===== src/rtl/mdt_pkg.sv =====
package mdt_pkg;
    localparam int BUS_W  = 8;
    localparam int SEL_W  = 3;
    // control byte bit positions decoded by the register file
    localparam int B_IEN  = 7;
    localparam int B_FLAG = 6;
    localparam int B_PRE  = 3;

    typedef struct packed {
        logic [BUS_W-1:0] modulus;
        logic             ien;
        logic             flag;
        logic [SEL_W-1:0] sel;
    } mdt_regs_t;
endpackage


===== src/rtl/mdt_prescaler.sv =====
module mdt_prescaler #(
    parameter int SEL_W = 3
) (
    input  logic             clk,
    input  logic             rst_n,
    input  logic [SEL_W-1:0] sel,
    output logic             tick
);
    localparam int NUM_SEL = 1 << SEL_W;
    localparam int PRE_W   = NUM_SEL - 2;

    logic [PRE_W-1:0]   pre_d, pre_q;
    logic [NUM_SEL-1:0] tap;

    always_comb begin
        pre_d = pre_q + PRE_W'(1);
    end

    always_ff @(posedge clk or negedge rst_n) begin
        if (!rst_n) pre_q <= '0;
        else        pre_q <= pre_d;
    end

    // code 0 stops, code 1 every cycle, code k when the low k-1 bits are all ones
    for (genvar k = 0; k < NUM_SEL; k++) begin : g_tap
        if (k == 0) begin : g_stop
            assign tap[k] = 1'b0;
        end else if (k == 1) begin : g_full
            assign tap[k] = 1'b1;
        end else begin : g_div
            assign tap[k] = &pre_q[k-2:0];
        end
    end

    assign tick = tap[sel];
endmodule


===== src/rtl/mdt_counter.sv =====
module mdt_counter #(
    parameter int CNT_W = 8
) (
    input  logic             clk,
    input  logic             rst_n,
    input  logic             tick,
    input  logic             preset,
    input  logic [CNT_W-1:0] reload,
    output logic [CNT_W-1:0] count,
    output logic             hit
);
    logic [CNT_W-1:0] cnt_d, cnt_q;

    always_comb begin
        cnt_d = cnt_q;
        hit   = 1'b0;
        if (preset) begin
            cnt_d = reload;
        end else if (tick) begin
            if (cnt_q == '0) begin
                cnt_d = reload;
                hit   = (reload == '0);
            end else begin
                cnt_d = cnt_q - CNT_W'(1);
                hit   = (cnt_q == CNT_W'(1));
            end
        end
    end

    always_ff @(posedge clk or negedge rst_n) begin
        if (!rst_n) cnt_q <= '0;
        else        cnt_q <= cnt_d;
    end

    assign count = cnt_q;
endmodule


===== src/rtl/mdt_regs.sv =====
module mdt_regs
    import mdt_pkg::*;
(
    input  logic             clk,
    input  logic             rst_n,
    input  logic             addr,
    input  logic             wr_en,
    input  logic [BUS_W-1:0] wdata,
    input  logic             hit,
    output logic [BUS_W-1:0] modulus,
    output logic [SEL_W-1:0] sel,
    output logic             ien,
    output logic             flag,
    output logic             preset,
    output logic [BUS_W-1:0] rdata
);
    mdt_regs_t r_d, r_q;
    logic      ctrl_wr, mod_wr;

    assign ctrl_wr = wr_en & addr;
    assign mod_wr  = wr_en & ~addr;

    always_comb begin
        r_d = r_q;
        if (mod_wr) r_d.modulus = wdata;
        if (ctrl_wr) begin
            r_d.ien = wdata[B_IEN];
            r_d.sel = wdata[SEL_W-1:0];
            if (wdata[B_FLAG]) r_d.flag = 1'b0;
        end
        if (hit) r_d.flag = 1'b1;
    end

    always_ff @(posedge clk or negedge rst_n) begin
        if (!rst_n) r_q <= '0;
        else        r_q <= r_d;
    end

    always_comb begin
        rdata = '0;
        if (addr) begin
            rdata[B_IEN]       = r_q.ien;
            rdata[B_FLAG]      = r_q.flag;
            rdata[SEL_W-1:0]   = r_q.sel;
        end else begin
            rdata = r_q.modulus;
        end
    end

    assign preset  = ctrl_wr & wdata[B_PRE];
    assign modulus = r_q.modulus;
    assign sel     = r_q.sel;
    assign ien     = r_q.ien;
    assign flag    = r_q.flag;
endmodule


===== src/rtl/modulus_down_timer.sv =====
module modulus_down_timer
    import mdt_pkg::*;
(
    input  logic             clk,
    input  logic             rst_n,
    input  logic             addr,
    input  logic             wr_en,
    input  logic [BUS_W-1:0] wdata,
    output logic [BUS_W-1:0] rdata,
    output logic             irq
);
    logic [BUS_W-1:0] modulus;
    logic [BUS_W-1:0] count;
    logic [SEL_W-1:0] sel;
    logic             ien, flag, preset, tick, hit;

    mdt_regs u_regs (
        .clk(clk), .rst_n(rst_n), .addr(addr), .wr_en(wr_en), .wdata(wdata),
        .hit(hit), .modulus(modulus), .sel(sel), .ien(ien), .flag(flag),
        .preset(preset), .rdata(rdata)
    );

    mdt_prescaler #(.SEL_W(SEL_W)) u_pre (
        .clk(clk), .rst_n(rst_n), .sel(sel), .tick(tick)
    );

    mdt_counter #(.CNT_W(BUS_W)) u_cnt (
        .clk(clk), .rst_n(rst_n), .tick(tick), .preset(preset),
        .reload(modulus), .count(count), .hit(hit)
    );

    assign irq = flag & ien;
endmodule


===== config.mk =====
export PLATFORM = sky130hd
export DESIGN_NAME = modulus_down_timer
export DESIGN_NICKNAME = d
export VERILOG_FILES = /design/src/rtl/mdt_pkg.sv /design/src/rtl/mdt_prescaler.sv /design/src/rtl/mdt_counter.sv /design/src/rtl/mdt_regs.sv /design/src/rtl/modulus_down_timer.sv
export SDC_FILE = /design/constraint.sdc
export NUM_CORES = 1
export LEC_CHECK = 0
export BUFFER_PORTS_ARGS = -buffer_cell sky130_fd_sc_hd__buf_4
export CORE_ASPECT_RATIO = 1.4
export CORE_UTILIZATION = 56
export DETAILED_ROUTE_END_ITERATION = 6
export PLACE_DENSITY = 0.78
export SLEW_MARGIN = 20
export SYNTH_ARGS = -nofsm -noshare
export SYNTH_HDL_FRONTEND = slang
export SYNTH_HIERARCHICAL = 1
export SYNTH_SLANG_ARGS = --single-unit

===== constraint.sdc =====
create_clock -name clk -period 3.05 [get_ports clk]
set_clock_uncertainty 0.2 [all_clocks]
set_input_delay 0.305 -clock clk [delete_from_list [all_inputs] [get_ports clk]]
set_output_delay 0.305 -clock clk [all_outputs]
set_load 0.03 [all_outputs]

* Word level (Yosys, flattened, before mapping)
Index checks and enable logic that the tools add are counted.
** Storage, ports and cells
- Register bits :: 27
- Input bits :: 12
- Logic and storage cells :: 40
** Operators by class
- Add/subtract/negate cells :: 2
- Magnitude comparators :: 1
- Equality and inequality tests :: 1
- Mux-type cells :: 14
- Bitwise logic cells :: 5
- Reduce and logical (&&, ||, !) cells :: 11
** Operators with widths (number)
- two-way mux 8 bit :: 3
- zero test 8 bit :: 2
- == test 8 x 1 -> 1 bit, second input constant :: 1
- subtractor 8 x 1 -> 8 bit, second input constant :: 1
- adder 6 x 1 -> 6 bit, second input constant :: 1
- two-way mux 1 bit :: 6
- two-way mux 3 bit :: 2
- AND reduction 6 bit :: 1
- nonzero test 2 bit :: 3
- AND reduction 5 bit :: 1
- bitwise AND 1 bit :: 4
- less-than comparator 3 x 4 -> 1 bit, second input constant :: 1
- two-way mux 4 bit :: 1
- AND reduction 2 bit :: 2
- AND reduction 4 bit :: 1
- binary-select mux 1 bit (select 3 bit) :: 1
- AND reduction 3 bit :: 1
- two-way mux 2 bit :: 1
- NOT 1 bit :: 1

* Depth between registers and ports, before layout
Gate-level depths: netlist (run 1).
- Depth in word-level cells :: 7
- Depth in mapped cells :: 11
- Mapped depth without buffers :: 10

* Modules after synthesis
Netlist (run 1), hierarchy kept.
** Modules (own cells, without submodules)
- mdt_counter :: times used 1, cells each 73, area each 660.6 um^2, sequential area each 200.2 um^2
- mdt_regs :: times used 1, cells each 40, area each 620.6 um^2, sequential area each 325.3 um^2
- mdt_prescaler :: times used 1, cells each 23, area each 281.5 um^2, sequential area each 150.1 um^2
- modulus_down_timer :: times used 1, cells each 1, area each 6.3 um^2, sequential area each 0.0 um^2

* Worst setup path after synthesis (run 1)
No wires, ideal clock.
- Kind :: reg-to-reg
- Start point :: register u_pre.pre_q[0]
- End point :: register u_cnt.cnt_q[2], in the netlist u_cnt/count[2]
- Data arrival time :: 2.349 ns
- Required time :: 2.719 ns
- Path slack :: 0.370 ns
- Cell stages (with the launch flop) :: 11
- Buffers on the path :: 1
- Clock period less this slack :: 2.680 ns
- Path through :: dfrtp_1 > ha_1 > and3_1 > ha_1 > mux2i_1 > o21ai_0 > o22a_1 > clkbuf_1 > or2_2 > and4_4 > or3_1
** Between the ends
- Cells in the longest elaborated chain, start to end :: 4
- Elaborated cells on any way between the ends :: 8
- Those cells by class :: mux: 2; reduce/logical: 6
** RTL lines
- start: declaration :: RTL line mdt_prescaler.sv:12 : logic [PRE_W-1:0] pre_d, pre_q;
- start signal: assignment :: RTL line mdt_prescaler.sv:21 : else pre_q <= pre_d;
- AND reduction 6 bit, or another cell as far along :: RTL line mdt_prescaler.sv:31 : assign tap[k] = &pre_q[k-2:0];
- binary-select mux 1 bit (select 3 bit) (*) :: RTL line mdt_prescaler.sv:35 : assign tick = tap[sel];
- two-way mux 1 bit (not written as such) (*) :: RTL line mdt_prescaler.sv:35
- named net tick :: RTL line modulus_down_timer.sv:15 : logic ien, flag, preset, tick, hit;
- nonzero test 2 bit (no line) (*)
- end signal: assignment :: RTL line mdt_counter.sv:32 : else cnt_q <= cnt_d;
- end: declaration :: RTL line mdt_counter.sv:12 : logic [CNT_W-1:0] cnt_d, cnt_q;
Mark *: on every way through the listed nets, which the timed path passes. The rest lies on a longest branch. The select of a mux whose other input is x is not followed.
A chain may end at the register's enable or synchronous reset.

* Final worst setup path (run 1)
Ends and elaborated chain as after synthesis.

==> metrics.cfg, run 1 <==
[timing]
worstMarginPinSlew_ns=0.4557
worst_slew_margin_rel_pct=69.34
finalSetupViolations=0
holdWs_ns=0.01565
fin_crit_ns=2.799
clock.fmax_mhz=357.2
rsz0062_at_grt=false
drv_slew=0
finalCritPeriodShare_pct=91.78
tns_ns=0
finalHoldViolCount=0

[critical_path]
ff2ff_path_depth=9
worstSetupPathType=reg2reg
r2r_start=u_pre/pre_q[0]$_DFF_PN0_
cp.required_ns=3.05
cp-start-kind=flip-flop
startpoint=u_pre/pre_q[0]$_DFF_PN0_
worstSetupEndpoint=u_cnt/count[2]$_DFFE_PN0P_
r2r_slack_ns=0.25
worstPathArrival_ns=2.80
setup.worst_path.end_class=flip-flop
r2r-end=u_cnt/count[2]$_DFFE_PN0P_
cp_max_fo=10

[routing]
drt_iter0_markers=35
drcViolationCount=0
drtPass1Iterations=4
vias=1175
avgViaCountPerCell=6.057
wl_per_cell_um=15.85
routed_wl_mm=3.075
ant_nets=0

[clock_tree]
root_buffer=clkbuf_4
cts_sinks=27
hold_buffers=1
cts.clk_slew.worst_paths_ns=0.14
htreeDepth=1
numCtsBuffers=3
cts_repair_resize_count=0
clk_latency_ns=0.31
cts_setup_buffers=0
clk_path_buf_depth=2
cts_tree=done

[floorplan]
coreArea_um2=2643
placement_rows=22
die-height_um=64.63
initial_core_util_pct=59.38
fp.dieW_um=46.74
ios=21
dieArea_um2=3020

[yosys]
yosysSeqAreaShare_pct=43.06
synth_area_um2=1569
ys_async_sr_fraction_pct=100.0
yosysUniqueCellTypes=46
ys_ff_latch=27
syn-num-nets=155
synth_ff_type=dfrtp_1
synth_edf_count=0
avgSynthCellArea_um2=11.45
yosysWarningCount=6
synth_cells=137

[power_and_ir_drop]
p_clk_share_pct=13.2
combPwrFrac_pct=36.0
seqPwrFrac_pct=50.8
ir_drop_v=0.0004546
switching_share_pct=37.90
finalPower_uw=1107
powerDensity_nw_per_um2=624.1
intPower_uw=687.6
p_sw_uw=419.7
p_leak_uw=0.0008204

[grt]
grt.total_usage_pct=22.91
grt_first_pass_wirelength_mm=5.099
grt_pass1_vias=1108
antenna_found_initial=0
grt_max_degree=28
overflow=0

[placed_design]
post_dp_cell_area_um2=1738
dp_hpwl_mm=2.377
io_buffers=20
gp_congestion=0.9442

[outcome]
status=finished, final reports clean

[final_layout]
multi_input_area_um2=837.1
layout-drive-gt1-share_pct=30.38
syn_to_final_growth_pct=13.08
fin_area_um2=1774
diodes=0
seqCellArea_um2=675.6
final_common_cell=dfrtp_1
final_net_count=177
final_cell_mix=dfrtp_1 (27), buf_4 (20), mux2_2 (10)
fill_cells=218

[job]
maxCapViolations=0

[worst_hold_path]
min_path_type=in2reg

## power groups by stage
stage	clock [µW]	combinational (µW)	sequential [µW]
after floorplan	0	308	530
after detailed placement	0	395	570
final	146	398	563
after CTS	151	399	562
after global routing	164	435	575
after global placement	0	384	567
## final cells by class
class / instances / area share [%]
Clock buffer: 4 / 1.481
Inverter: 8 / 1.693
Tap cell: 36 / 2.539
Multi-Input combinational cell: 98 / 47.18
Sequential cell: 27 / 38.08
Timing Repair Buffer: 21 / 9.027
## cell families after synthesis
| kind of cell | synth area share, % |
|---|---|
| and+or+nand+nor | 19.14 |
| AOI/OAI and AO/OA | 12.20 |
| DFF | 43.06 |
| muxes | 16.11 |
| buffers and inverters | 3.589 |
| adders and majority gates | 4.785 |
| xor gates and xnor gates | 1.117 |
## through the flow
stage          cells  setup slack (ns)  util, %
2_1_floorplan    137            0.3695        -
3_3_place_gp     189            0.3541    65.77
3_5_place_dp     189            0.2788    65.77
4_1_cts          194            0.2566    67.14
5_1_grt          194            0.1146    67.14
6_report         194            0.2507    67.14
## state kept, by name, indices dropped and copies added (netlist names)
register        flops
u_regs/flag         1
u_cnt/count         8
u_regs/sel          3
u_pre/pre_q         6
u_regs/ien          1
u_regs/modulus      8
## worst min path at each step
stage	start	cells past startpoint	to
after floorplan	rst_n	0	u_cnt/count[0]$_DFFE_PN0P_
after global placement	rst_n	1	u_cnt/count[4]$_DFFE_PN0P_
after detailed placement	rst_n	1	u_cnt/count[0]$_DFFE_PN0P_
after CTS	wdata[5]	2	u_regs/modulus[5]$_DFFE_PN0P_
after global routing	wdata[5]	2	u_regs/modulus[5]$_DFFE_PN0P_
final	wdata[5]	2	u_regs/modulus[5]$_DFFE_PN0P_
## cell usage after synthesis, types with 2 or more instances
| library cell | count | area (µm²) |
|---|---|---|
| mux2_2 | 10 | 112.6 |
| and3_1 | 4 | 25.02 |
| nor2_1 | 4 | 15.01 |
| inv_1 | 8 | 30.03 |
| or3_1 | 2 | 12.51 |
| nor3_1 | 2 | 10.01 |
| a21o_1 | 2 | 15.01 |
| a21oi_1 | 4 | 20.02 |
| dfrtp_1 | 27 | 675.7 |
| mux2_4 | 8 | 120.1 |
| nand2_1 | 6 | 22.52 |
| o21ai_0 | 6 | 30.03 |
| nor2b_1 | 4 | 25.02 |
| nand4b_1 | 4 | 35.03 |
| mux2i_1 | 2 | 20.02 |
| ha_1 | 6 | 75.07 |
| clkbuf_1 | 2 | 7.510 |
| a31oi_1 | 2 | 12.51 |
| nor4_1 | 4 | 25.02 |
| nand3_1 | 2 | 10.01 |
| a2bb2oi_1 | 3 | 26.28 |
## metal layers
| metal | vias up | routed length (µm) | track usage, % |
|---|---|---|---|
| met4 | 0 | 21 | 3.929 |
| met2 | 23 | 1633 | 40.10 |
| met3 | 2 | 88 | 1.950 |
| met5 | - | 0 | 0 |
| met1 | 595 | 1331 | 30.20 |
| li1 | 555 | - | - |
## worst max-delay path, cell delays in order, from the launching register on
cell,delay [ns]
dfrtp_1,0.43
ha_1,0.24
and3_1,0.19
ha_1,0.17
mux2i_1,0.12
o21ai_0,0.08
o22a_1,0.34
or2_2,0.37
and4_4,0.20
or3_1,0.35
Note: power is estimated with default switching activity, not from simulation.
==> run 2: changes to the inputs <==
CORE_UTILIZATION = 61   (was 56)
PLACE_DENSITY = 0.84   (was 0.78)
clock period = 3.3 ns   (was 3.05 ns; I/O delays follow)
==> metrics.cfg, run 2 (same netlist as run 1, synthesis figures left out) <==
[power_and_ir_drop]
finalPower_uw=1029
powerDensity_nw_per_um2=581.0
ir_drop_v=0.0004239
p_leak_uw=0.0008204

[grt]
grt_first_pass_wirelength_mm=5.202
overflow=0
grt_pass1_vias=1081
grt_max_degree=28
antenna_found_initial=0
grt.total_usage_pct=26.26

[clock_tree]
cts_tree=done
cts.clk_slew.worst_paths_ns=0.13
htreeDepth=1
cts_repair_resize_count=0
clk_path_buf_depth=2
cts_sinks=27
clk_latency_ns=0.32
numCtsBuffers=3
root_buffer=clkbuf_4
cts_setup_buffers=0

[final_layout]
syn_to_final_growth_pct=12.92
multi_input_area_um2=837.1
diodes=0
seqCellArea_um2=675.6
final_common_cell=dfrtp_1
layoutNonFillerInstCount=192
final_net_count=177
layout-drive-gt1-share_pct=30.38
final_cell_mix=dfrtp_1 (27), buf_4 (20), mux2_2 (10)
fill_cells=184

[critical_path]
cp.required_ns=3.31
worstSetupPathType=reg2reg
cp-start-kind=flip-flop
ff2ff_path_depth=9
cp_max_fo=10
setup.worst_path.end_class=flip-flop
worstPathArrival_ns=2.82

[routing]
vias=1156
drtPass1Iterations=4
drt_iter0_markers=34
wl_per_cell_um=16.51
ant_nets=0
avgViaCountPerCell=6.021
drcViolationCount=0
routed_wl_mm=3.170

[timing]
tns_ns=0
clock.fmax_mhz=356.1
finalSetupViolations=0
fin_crit_ns=2.808
drv_slew=0
fin_ws_ns=0.4920
worst_slew_margin_rel_pct=59.49
worstMarginPinSlew_ns=0.6022
finalCritPeriodShare_pct=85.09
rsz0062_at_grt=false
finalHoldViolCount=0

[floorplan]
placement_rows=21
ios=21
coreArea_um2=2417
dieArea_um2=2782
fp.dieW_um=44.87
initial_core_util_pct=64.91
die-height_um=62.01

[worst_hold_path]
min_path_type=in2reg
holdPathStages=2

[placed_design]
dp_hpwl_mm=2.409
dp_cells=187
io_buffers=20
place_ws_ns=0.5164
gp_congestion=0.9431

[job]
maxCapViolations=0

[outcome]
status=finished, final reports clean

[run 2: cell counts in the layout (fill, tap and decap cells not counted)]
Identical to the previous run, type by type.
[run 2: power breakdown]
part	leakage (µW)	total (µW)	switching, µW	internal, µW
registers	0.000316	517	118	399
clock network	0.0000150	138	90.5	47.4
logic	0.000489	375	184	190
total	0.000820	1030	393	637
[run 2: worst max-delay path: stages, from the launching register on]
cell and delay [ns]:
dfrtp_1 0.43, ha_1 0.23, and3_1 0.18, ha_1 0.17, mux2i_1 0.11, o21ai_0 0.09, o22a_1 0.35, or2_2 0.37
and4_4 0.20, or3_1 0.36
[run 2: layout make-up]
class	instances	share of cell area [%]
repair buffers	21	9.040
multi-input cells	98	47.25
inverters	8	1.695
flip-flops and latches	27	38.14
clock buffers	4	1.483
well taps	34	2.401
[run 2: repair_timing]
item	4_1_cts	5_1_grt
setup endpoints to repair	0	0
endpoints found under the hold margin	27	0
hold buffers	1	0
[run 2: layer usage]
layer,GRT usage (%),wire [µm],vias to the layer above
met5,0,0,-
met1,34.54,1402,570
met2,43.91,1616,31
met3,3.757,101,4
met4,10.39,49,0
li1,-,-,551
[run 2: worst paths after layout]
| check | to | slack (ns) | startpoint |
|---|---|---|---|
| hold reg to reg | u_pre/pre_q[0]$_DFF_PN0_ | 0.29 | u_pre/pre_q[0]$_DFF_PN0_ |
| min in group asynchronous | u_pre/pre_q[5]$_DFF_PN0_ | 0.24 | rst_n |
| setup reg to reg | u_cnt/count[2]$_DFFE_PN0P_ | 0.49 | u_pre/pre_q[0]$_DFF_PN0_ |
| max in group asynchronous | u_regs/modulus[0]$_DFFE_PN0P_ | 2.41 | rst_n |
| setup / recovery | u_cnt/count[2]$_DFFE_PN0P_ | 0.49 | u_pre/pre_q[0]$_DFF_PN0_ |
| hold / removal | u_regs/modulus[5]$_DFFE_PN0P_ | 0.03 | wdata[5] |
[run 2: metrics by stage]
stage | hold slack, ns | util [%] | instance area (µm²)
after floorplan | -0.1656 | - | 1569
after global routing | 0.01568 | 73.29 | 1772
after CTS | 0.02062 | 73.29 | 1772
after detailed placement | 0.06003 | 71.79 | 1735
after global placement | 0.04786 | 71.79 | 1735
final | 0.03386 | 73.29 | 1772
